## config.mk

```make
export PLATFORM = sky130hd
export DESIGN_NAME = cfg_chain_loader
export DESIGN_NICKNAME = d
export VERILOG_FILES = /design/src/rtl/cfg_chain_pkg.sv /design/src/rtl/cfg_bit_counter.sv /design/src/rtl/cfg_shift_reg.sv /design/src/rtl/cfg_pass_mux.sv /design/src/rtl/cfg_chain_loader.sv
export SDC_FILE = /design/constraint.sdc
export NUM_CORES = 1
export LEC_CHECK = 0
export ABC_CLOCK_PERIOD_IN_PS = 1700
export BUFFER_PORTS_ARGS = -buffer_cell sky130_fd_sc_hd__buf_2
export CAP_MARGIN = 40
export CORE_MARGIN = 2
export CORE_UTILIZATION = 40
export CTS_BUF_LIST = sky130_fd_sc_hd__clkbuf_8
export CTS_CLUSTER_DIAMETER = 30
export DETAILED_ROUTE_END_ITERATION = 6
export PLACE_DENSITY_LB_ADDON = 0.3
export SYNTH_ARGS = -nofsm -noshare
export SYNTH_HDL_FRONTEND = slang
export SYNTH_SLANG_ARGS = --single-unit
```

## constraint.sdc

```tcl
create_clock -name clk -period 1.7 [get_ports clk]
set_clock_uncertainty 0.2 [all_clocks]
set_input_delay 0.255 -clock clk [delete_from_list [all_inputs] [get_ports clk]]
set_output_delay 0.255 -clock clk [all_outputs]
set_load 0.005 [all_outputs]
```

## src/rtl/cfg_chain_pkg.sv

```systemverilog
package cfg_chain_pkg;

    typedef enum logic {
        PH_LOAD = 1'b0,
        PH_PASS = 1'b1
    } cfg_phase_e;

    function automatic int cnt_width(input int nbits);
        return (nbits < 2) ? 1 : $clog2(nbits + 1);
    endfunction

endpackage

```

## src/rtl/cfg_bit_counter.sv

```systemverilog
module cfg_bit_counter
    import cfg_chain_pkg::*;
#(
    parameter int CFG_BITS = 16
) (
    input  logic       clk,
    input  logic       rst,
    input  logic       en_active_i,
    output logic       shift_o,
    output cfg_phase_e phase_o
);
    localparam int CW = cnt_width(CFG_BITS);
    localparam logic [CW-1:0] LAST = CW'(CFG_BITS - 1);

    logic [CW-1:0] cnt_q;
    cfg_phase_e    phase_q;

    assign shift_o = en_active_i && (phase_q == PH_LOAD);
    assign phase_o = phase_q;

    always_ff @(posedge clk) begin
        if (rst) begin
            cnt_q   <= '0;
            phase_q <= PH_LOAD;
        end else if (shift_o) begin
            cnt_q <= cnt_q + 1'b1;
            if (cnt_q == LAST) begin
                phase_q <= PH_PASS;
            end
        end
    end

    // once passing, stays passing until reset
    a_r4_pass_sticky: assert property (@(posedge clk) disable iff (rst)
        (phase_q == PH_PASS) |=> (phase_q == PH_PASS));

    // no enabled shift means the count holds
    a_r3_count_hold: assert property (@(posedge clk) disable iff (rst)
        (!en_active_i) |=> $stable(cnt_q));

    // count never exceeds the register length
    a_r4_no_overrun: assert property (@(posedge clk) disable iff (rst)
        (cnt_q <= CW'(CFG_BITS)));

endmodule

```

## src/rtl/cfg_shift_reg.sv

```systemverilog
module cfg_shift_reg #(
    parameter int CFG_BITS = 16
) (
    input  logic                clk,
    input  logic                rst,
    input  logic                shift_i,
    input  logic                bit_i,
    output logic [CFG_BITS-1:0] word_o
);
    logic [CFG_BITS-1:0] sr_q;

    generate
        if (CFG_BITS == 1) begin : g_single
            always_ff @(posedge clk) begin
                if (rst)          sr_q <= '0;
                else if (shift_i) sr_q <= bit_i;
            end
        end else begin : g_multi
            always_ff @(posedge clk) begin
                if (rst)          sr_q <= '0;
                else if (shift_i) sr_q <= {sr_q[CFG_BITS-2:0], bit_i};
            end
        end
    endgenerate

    assign word_o = sr_q;

    // without a shift command the contents hold
    a_r5_frozen: assert property (@(posedge clk) disable iff (rst)
        (!shift_i) |=> $stable(sr_q));

endmodule

```

## src/rtl/cfg_pass_mux.sv

```systemverilog
module cfg_pass_mux
    import cfg_chain_pkg::*;
(
    input  cfg_phase_e phase_i,
    input  logic       ser_in_i,
    output logic       ser_out_o
);
    always_comb begin
        unique case (phase_i)
            PH_PASS: ser_out_o = ser_in_i;
            default: ser_out_o = 1'b0;
        endcase
    end
endmodule

```

## src/rtl/cfg_chain_loader.sv

```systemverilog
module cfg_chain_loader
    import cfg_chain_pkg::*;
#(
    parameter int CFG_BITS = 16
) (
    input  logic                clk,
    input  logic                rst,
    input  logic                ser_in_i,
    input  logic                chain_en_n_i,
    output logic                ser_out_o,
    output logic                chain_en_n_o,
    output logic                prog_done_o,
    output logic [CFG_BITS-1:0] cfg_word_o
);
    cfg_phase_e phase;
    logic       shift;

    cfg_bit_counter #(.CFG_BITS(CFG_BITS)) u_counter (
        .clk         (clk),
        .rst         (rst),
        .en_active_i (!chain_en_n_i),
        .shift_o     (shift),
        .phase_o     (phase)
    );

    cfg_shift_reg #(.CFG_BITS(CFG_BITS)) u_shreg (
        .clk     (clk),
        .rst     (rst),
        .shift_i (shift),
        .bit_i   (ser_in_i),
        .word_o  (cfg_word_o)
    );

    cfg_pass_mux u_mux (
        .phase_i   (phase),
        .ser_in_i  (ser_in_i),
        .ser_out_o (ser_out_o)
    );

    assign prog_done_o  = (phase == PH_PASS);
    assign chain_en_n_o = (phase != PH_PASS);

    // completion only follows an enabled edge
    a_r4_done_after_enabled: assert property (@(posedge clk) disable iff (rst)
        $rose(prog_done_o) |-> $past(!chain_en_n_i));

    // qualifier and chain enable are complementary
    a_r7_complement: assert property (@(posedge clk) disable iff (rst)
        (prog_done_o != chain_en_n_o));

    // once full, the serial input reaches the output in the same cycle
    a_r6_pass_through: assert property (@(posedge clk) disable iff (rst)
        prog_done_o |-> (ser_out_o == ser_in_i));

    // while loading, the output is held low
    a_r6_quiet_while_loading: assert property (@(posedge clk) disable iff (rst)
        chain_en_n_o |-> (ser_out_o == 1'b0));

    // reset brings the loader back to loading
    a_r9_reset_restarts: assert property (@(posedge clk)
        rst |=> (chain_en_n_o && cfg_word_o == '0));

endmodule

```

* Word-level counts from Yosys, hierarchy flattened
Index checks and enable logic that the tools add are counted.
Cells by class: bitwise gates (word level) 1, $add $sub $neg 1, multiplexer cells 1, equal/unequal tests 1, reductions and logical operators 3
Operator list (number):
- $add 5x1->5 const B | 1
- $eq 5x4->1 const B | 1
- $reduce_and 2->1 | 1
- $logic_and 1x1->1 | 1
- $logic_not 1->1 | 1
- $mux 1 | 1
- $not 1->1 | 1
Word-level totals: flip-flop bits (word level) 22, logic and storage cells 10, input port bits 4

* Longest topological paths before layout
depth in word-level cells 3, depth in mapped cells 5, gate-level depth less buffers 5

* Hierarchy
Synthesis repeated with hierarchy kept, for this count alone.
Second synthesis, totals: cells, all modules 82, area total of the unflattened synthesis 887.1 sq um
Modules (own cells, without submodules):
- cfg_shift_reg | area each 580.6 sq um, cells an instance 52, times used 1
- cfg_bit_counter | area each 292.8 sq um, cells an instance 27, times used 1
- cfg_chain_loader | area each 7.5 sq um, cells an instance 2, times used 1
- cfg_pass_mux | area each 6.3 sq um, cells an instance 1, times used 1

* Least setup slack after synthesis
OpenSTA, ideal clock, no wires.
path type flip-flop to flip-flop, start point register u_counter.phase_q, in the netlist u_counter.phase_o, end point register u_counter.cnt_q[3], period minus slack after synthesis 1.419 ns, library setup time 0.071 ns, data required time 1.429 ns, stages on the path, launching flop included 5, path buffers 1, slack 0.281 ns, data arrival time 1.149 ns, cell sequence dfxtp_1 -> or2_1 -> buf_6 -> or3_1 -> a21oi_1
On the way: word-level cells in the longest chain between the ends 2
RTL lines:
- start: declaration | RTL line cfg_bit_counter.sv:16 | cfg_phase_e phase_q;
- start signal: assignment | RTL line cfg_bit_counter.sv:24 | phase_q <= PH_LOAD;
- start signal: assignment | RTL line cfg_bit_counter.sv:28 | phase_q <= PH_PASS;
- $not 1->1 | RTL line cfg_bit_counter.sv:18 | assign shift_o = en_active_i && (phase_q == PH_LOAD);
- $logic_and 1x1->1 | RTL line cfg_bit_counter.sv:18
- end signal: assignment | RTL line cfg_bit_counter.sv:26 | cnt_q <= cnt_q + 1'b1;
- end: declaration | RTL line cfg_bit_counter.sv:15 | logic [CW-1:0] cnt_q;
No other way between the ends. A chain may end at the register's enable or synchronous reset.

* Worst setup path in the final report
start point register u_counter.cnt_q[0], end point register u_counter.cnt_q[4]
On the way: word-level cells in the longest chain between the ends 1
RTL lines (RTL line):
- $add 5x1->5 | cfg_bit_counter.sv:26
No other way between the ends.

==> results.cfg <==
[floorplan]
fp.dieW_um = 49.20
num_io_pins = 23
row_count = 16
dieArea_um2 = 2420
die_h_um = 49.20
core_area_um2 = 1942
initial_utilization_pct = 42.07

[worst_setup_path]
endpoint_kind = flop
path_class = flop to flop
path_max_fanout = 3
reg2reg_slack_ps = 230
reg2regPathDepth = 4
start_kind = flop
crit_family = adder cells
reg2reg_from = u_counter.cnt_q[0]
r2r_end = u_counter.cnt_q[4]
cp_data_required_time_ps = 1680
arrival_ps = 1450
path_buf_inv = 0
slowest_stage = dfxtp_1
crit_chain = ha_1 > and3_1 > ha_1 > a211oi_1
crit_top_cell = ha_1
cpPeakStageDelay_ps = 340

[global_routing]
grt_pass1_vias = 619
grt_pass1_wl_um = 2822
grt_remaining_overflow = 0
antenna_found_initial = 0
globalRouteTotalUtil_pct = 15.13
grt_max_degree = 23

[clock_network]
clk_path_buf_depth = 2
cts_tree = yes
cts.sinks = 22
cts.repair.resized = 0
clk_pin_slew_ps = 80
root_buffer = clkbuf_8
holdBufCountCts = 0
numCtsBuffers = 3
clock_latency_ps = 260
postCtsSetupBuffers = 0
h-tree-depth = 1

[sta]
setup_viol = 0
slew_headroom_pct = 73.40
fin_crit_ps = 1471
slew_violations = 0
tns_ps = 0
hold_violations = 0
rsz0062_at_grt = no
period_share_pct = 86.55
fmax_mhz = 679.6
tightest_slew_ps = 399.0
whs_ps = 43.74

[routing]
vias_per_cell = 4.760
route.detailed.drc = 0
num_vias = 714
ant_nets = 0
first_pass_iters = 3
wire_per_inst_um = 11.19
wirelength_um = 1679
drt_iter0_drc = 12

[pwr]
comb_power_share_pct = 4.9
peakVddDrop_mv = 0.7366
finalPower_mw = 1.070
p_leak_nw = 0.4287
pwr-share-clk_pct = 45.5
powerDensity_nw_per_um2 = 1046
switchingPower_mw = 0.2117
cellInternalPower_mw = 0.8578
sw_frac_of_total_pct = 19.79
p_seq_share_pct = 49.7

[logic_synthesis]
synth_cells = 100
yosysWarnings = 0
ys_seq_area_share_pct = 53.91
synth_nets = 106
synthDistinctLibCells = 19
ys_ff_latch = 22
synth_largest_area_cell = dfxtp_1
synth_top_area_share_pct = 53.91
synthTopCellsByArea = dfxtp_1, nand2_1, a21oi_1
synth.avg_cell_area_um2 = 8.170
netlist_area_um2 = 817.0

[final_layout]
mostFrequentLayoutCell = nand2_1
fill_cells = 199
post-route-util_pct = 52.64
mostFrequentLayoutCells = nand2_1, buf_2, dfxtp_1
layout.nets = 130
diodes = 0
areaGrowthSynthToFinish_pct = 25.11
multi_input_area_um2 = 336.6
seqCellArea_um2 = 440.4
drive_above_1_share_pct = 23.58

[placement]
dpl.hpwl_um = 1116
place_congestion = 0.7188
portBuffers = 22

[hold_path]
hold_class = primary input to flop
holdPathEnd = u_shreg.word_o[0]
holdPathStages = 3
hp-start = ser_in_i

[status]
outcome = finished clean

[run]
cap_violations = 0
-- Yosys cell counts (all sizes together) --
| library cell | n |
|---|---|
| a211oi | 1 |
| nand2b | 1 |
| nor2 | 4 |
| a21oi | 19 |
| and2 | 1 |
| and3 | 1 |
| o21ai | 1 |
| clkbuf | 3 |
| nor3b | 1 |
| or2 | 1 |
| ha | 2 |
| nand3 | 1 |
| buf | 3 |
| xnor2 | 2 |
| inv | 2 |
| or3 | 1 |
| nand2 | 34 |
| dfxtp | 22 |
-- worst max path at each step --
stage	from	end	slack, ps	depth (start not counted)
3_3_place_gp	u_counter.cnt_q[0]	u_counter.cnt_q[4]	290	4
2_1_floorplan	u_counter.phase_o	u_counter.cnt_q[3]	280	4
5_1_grt	u_counter.cnt_q[0]	u_counter.cnt_q[4]	150	4
3_5_place_dp	u_counter.cnt_q[0]	u_counter.cnt_q[4]	240	4
6_report	u_counter.cnt_q[0]	u_counter.cnt_q[4]	230	4
4_1_cts	u_counter.cnt_q[0]	u_counter.cnt_q[4]	220	4
-- flip-flops by register name, indices dropped and copies added (netlist names) --
signal,cells
u_counter.cnt_q,5
u_shreg.word_o,16
u_counter.phase_o,1
-- power by group through the flow --
stage          logic [mW]  registers [mW]  clock network [mW]
6_report           0.0521           0.531               0.486
5_1_grt            0.0587           0.533               0.516
4_1_cts            0.0525           0.531               0.493
3_5_place_dp       0.0521           0.543                   0
3_3_place_gp       0.0511           0.543                   0
2_1_floorplan      0.0365           0.542                   0
-- worst min-delay path, delay by kind of cell --
kind / cells / cell delay [ps]
buf+inv: 1 / 100
simple gates: 1 / 50
compound gates: 1 / 50
-- logic make-up after synthesis --
family | Yosys count | synth area share, %
AO/OA/AOI/OAI | 21 | 13.17
XOR/XNOR | 2 | 2.144
adder cells (fa/ha/maj) | 2 | 3.062
buffers and inverters | 8 | 4.901
flip-flops | 22 | 53.90
AND/OR/NAND/NOR | 45 | 22.82
-- metrics by stage --
| step | cells | worst slack (ps) | instance area, um^2 |
|---|---|---|---|
| final | 150 | 228.6 | 1022 |
| after global routing | 150 | 152.4 | 1022 |
| after floorplan | 100 | 280.5 | 817.0 |
| after detailed placement | 146 | 241.2 | 950.9 |
| after global placement | 146 | 294.1 | 950.9 |
| after CTS | 150 | 221.9 | 1022 |
-- area by class of cell --
cell class	instances	share of cell area, %
well taps	27	3.305
inverters	2	0.7344
repair buffers	25	12.97
clock buffers	3	4.039
clock inverters	1	2.938
multi-input cells	70	32.93
flip-flops and latches	22	43.08
-- metal layers --
layer | routed length, um | share of wire [%] | global-route usage [%] | vias to the layer above
met3 | 53 | 3.2 | 2.761 | 4
met5 | 0 | 0 | 0 | -
met2 | 801 | 48 | 22.30 | 13
li1 | - | - | - | 365
met4 | 38 | 2.3 | 8.571 | 0
met1 | 785 | 47 | 20.66 | 332
(Power assumes the default switching activity.)
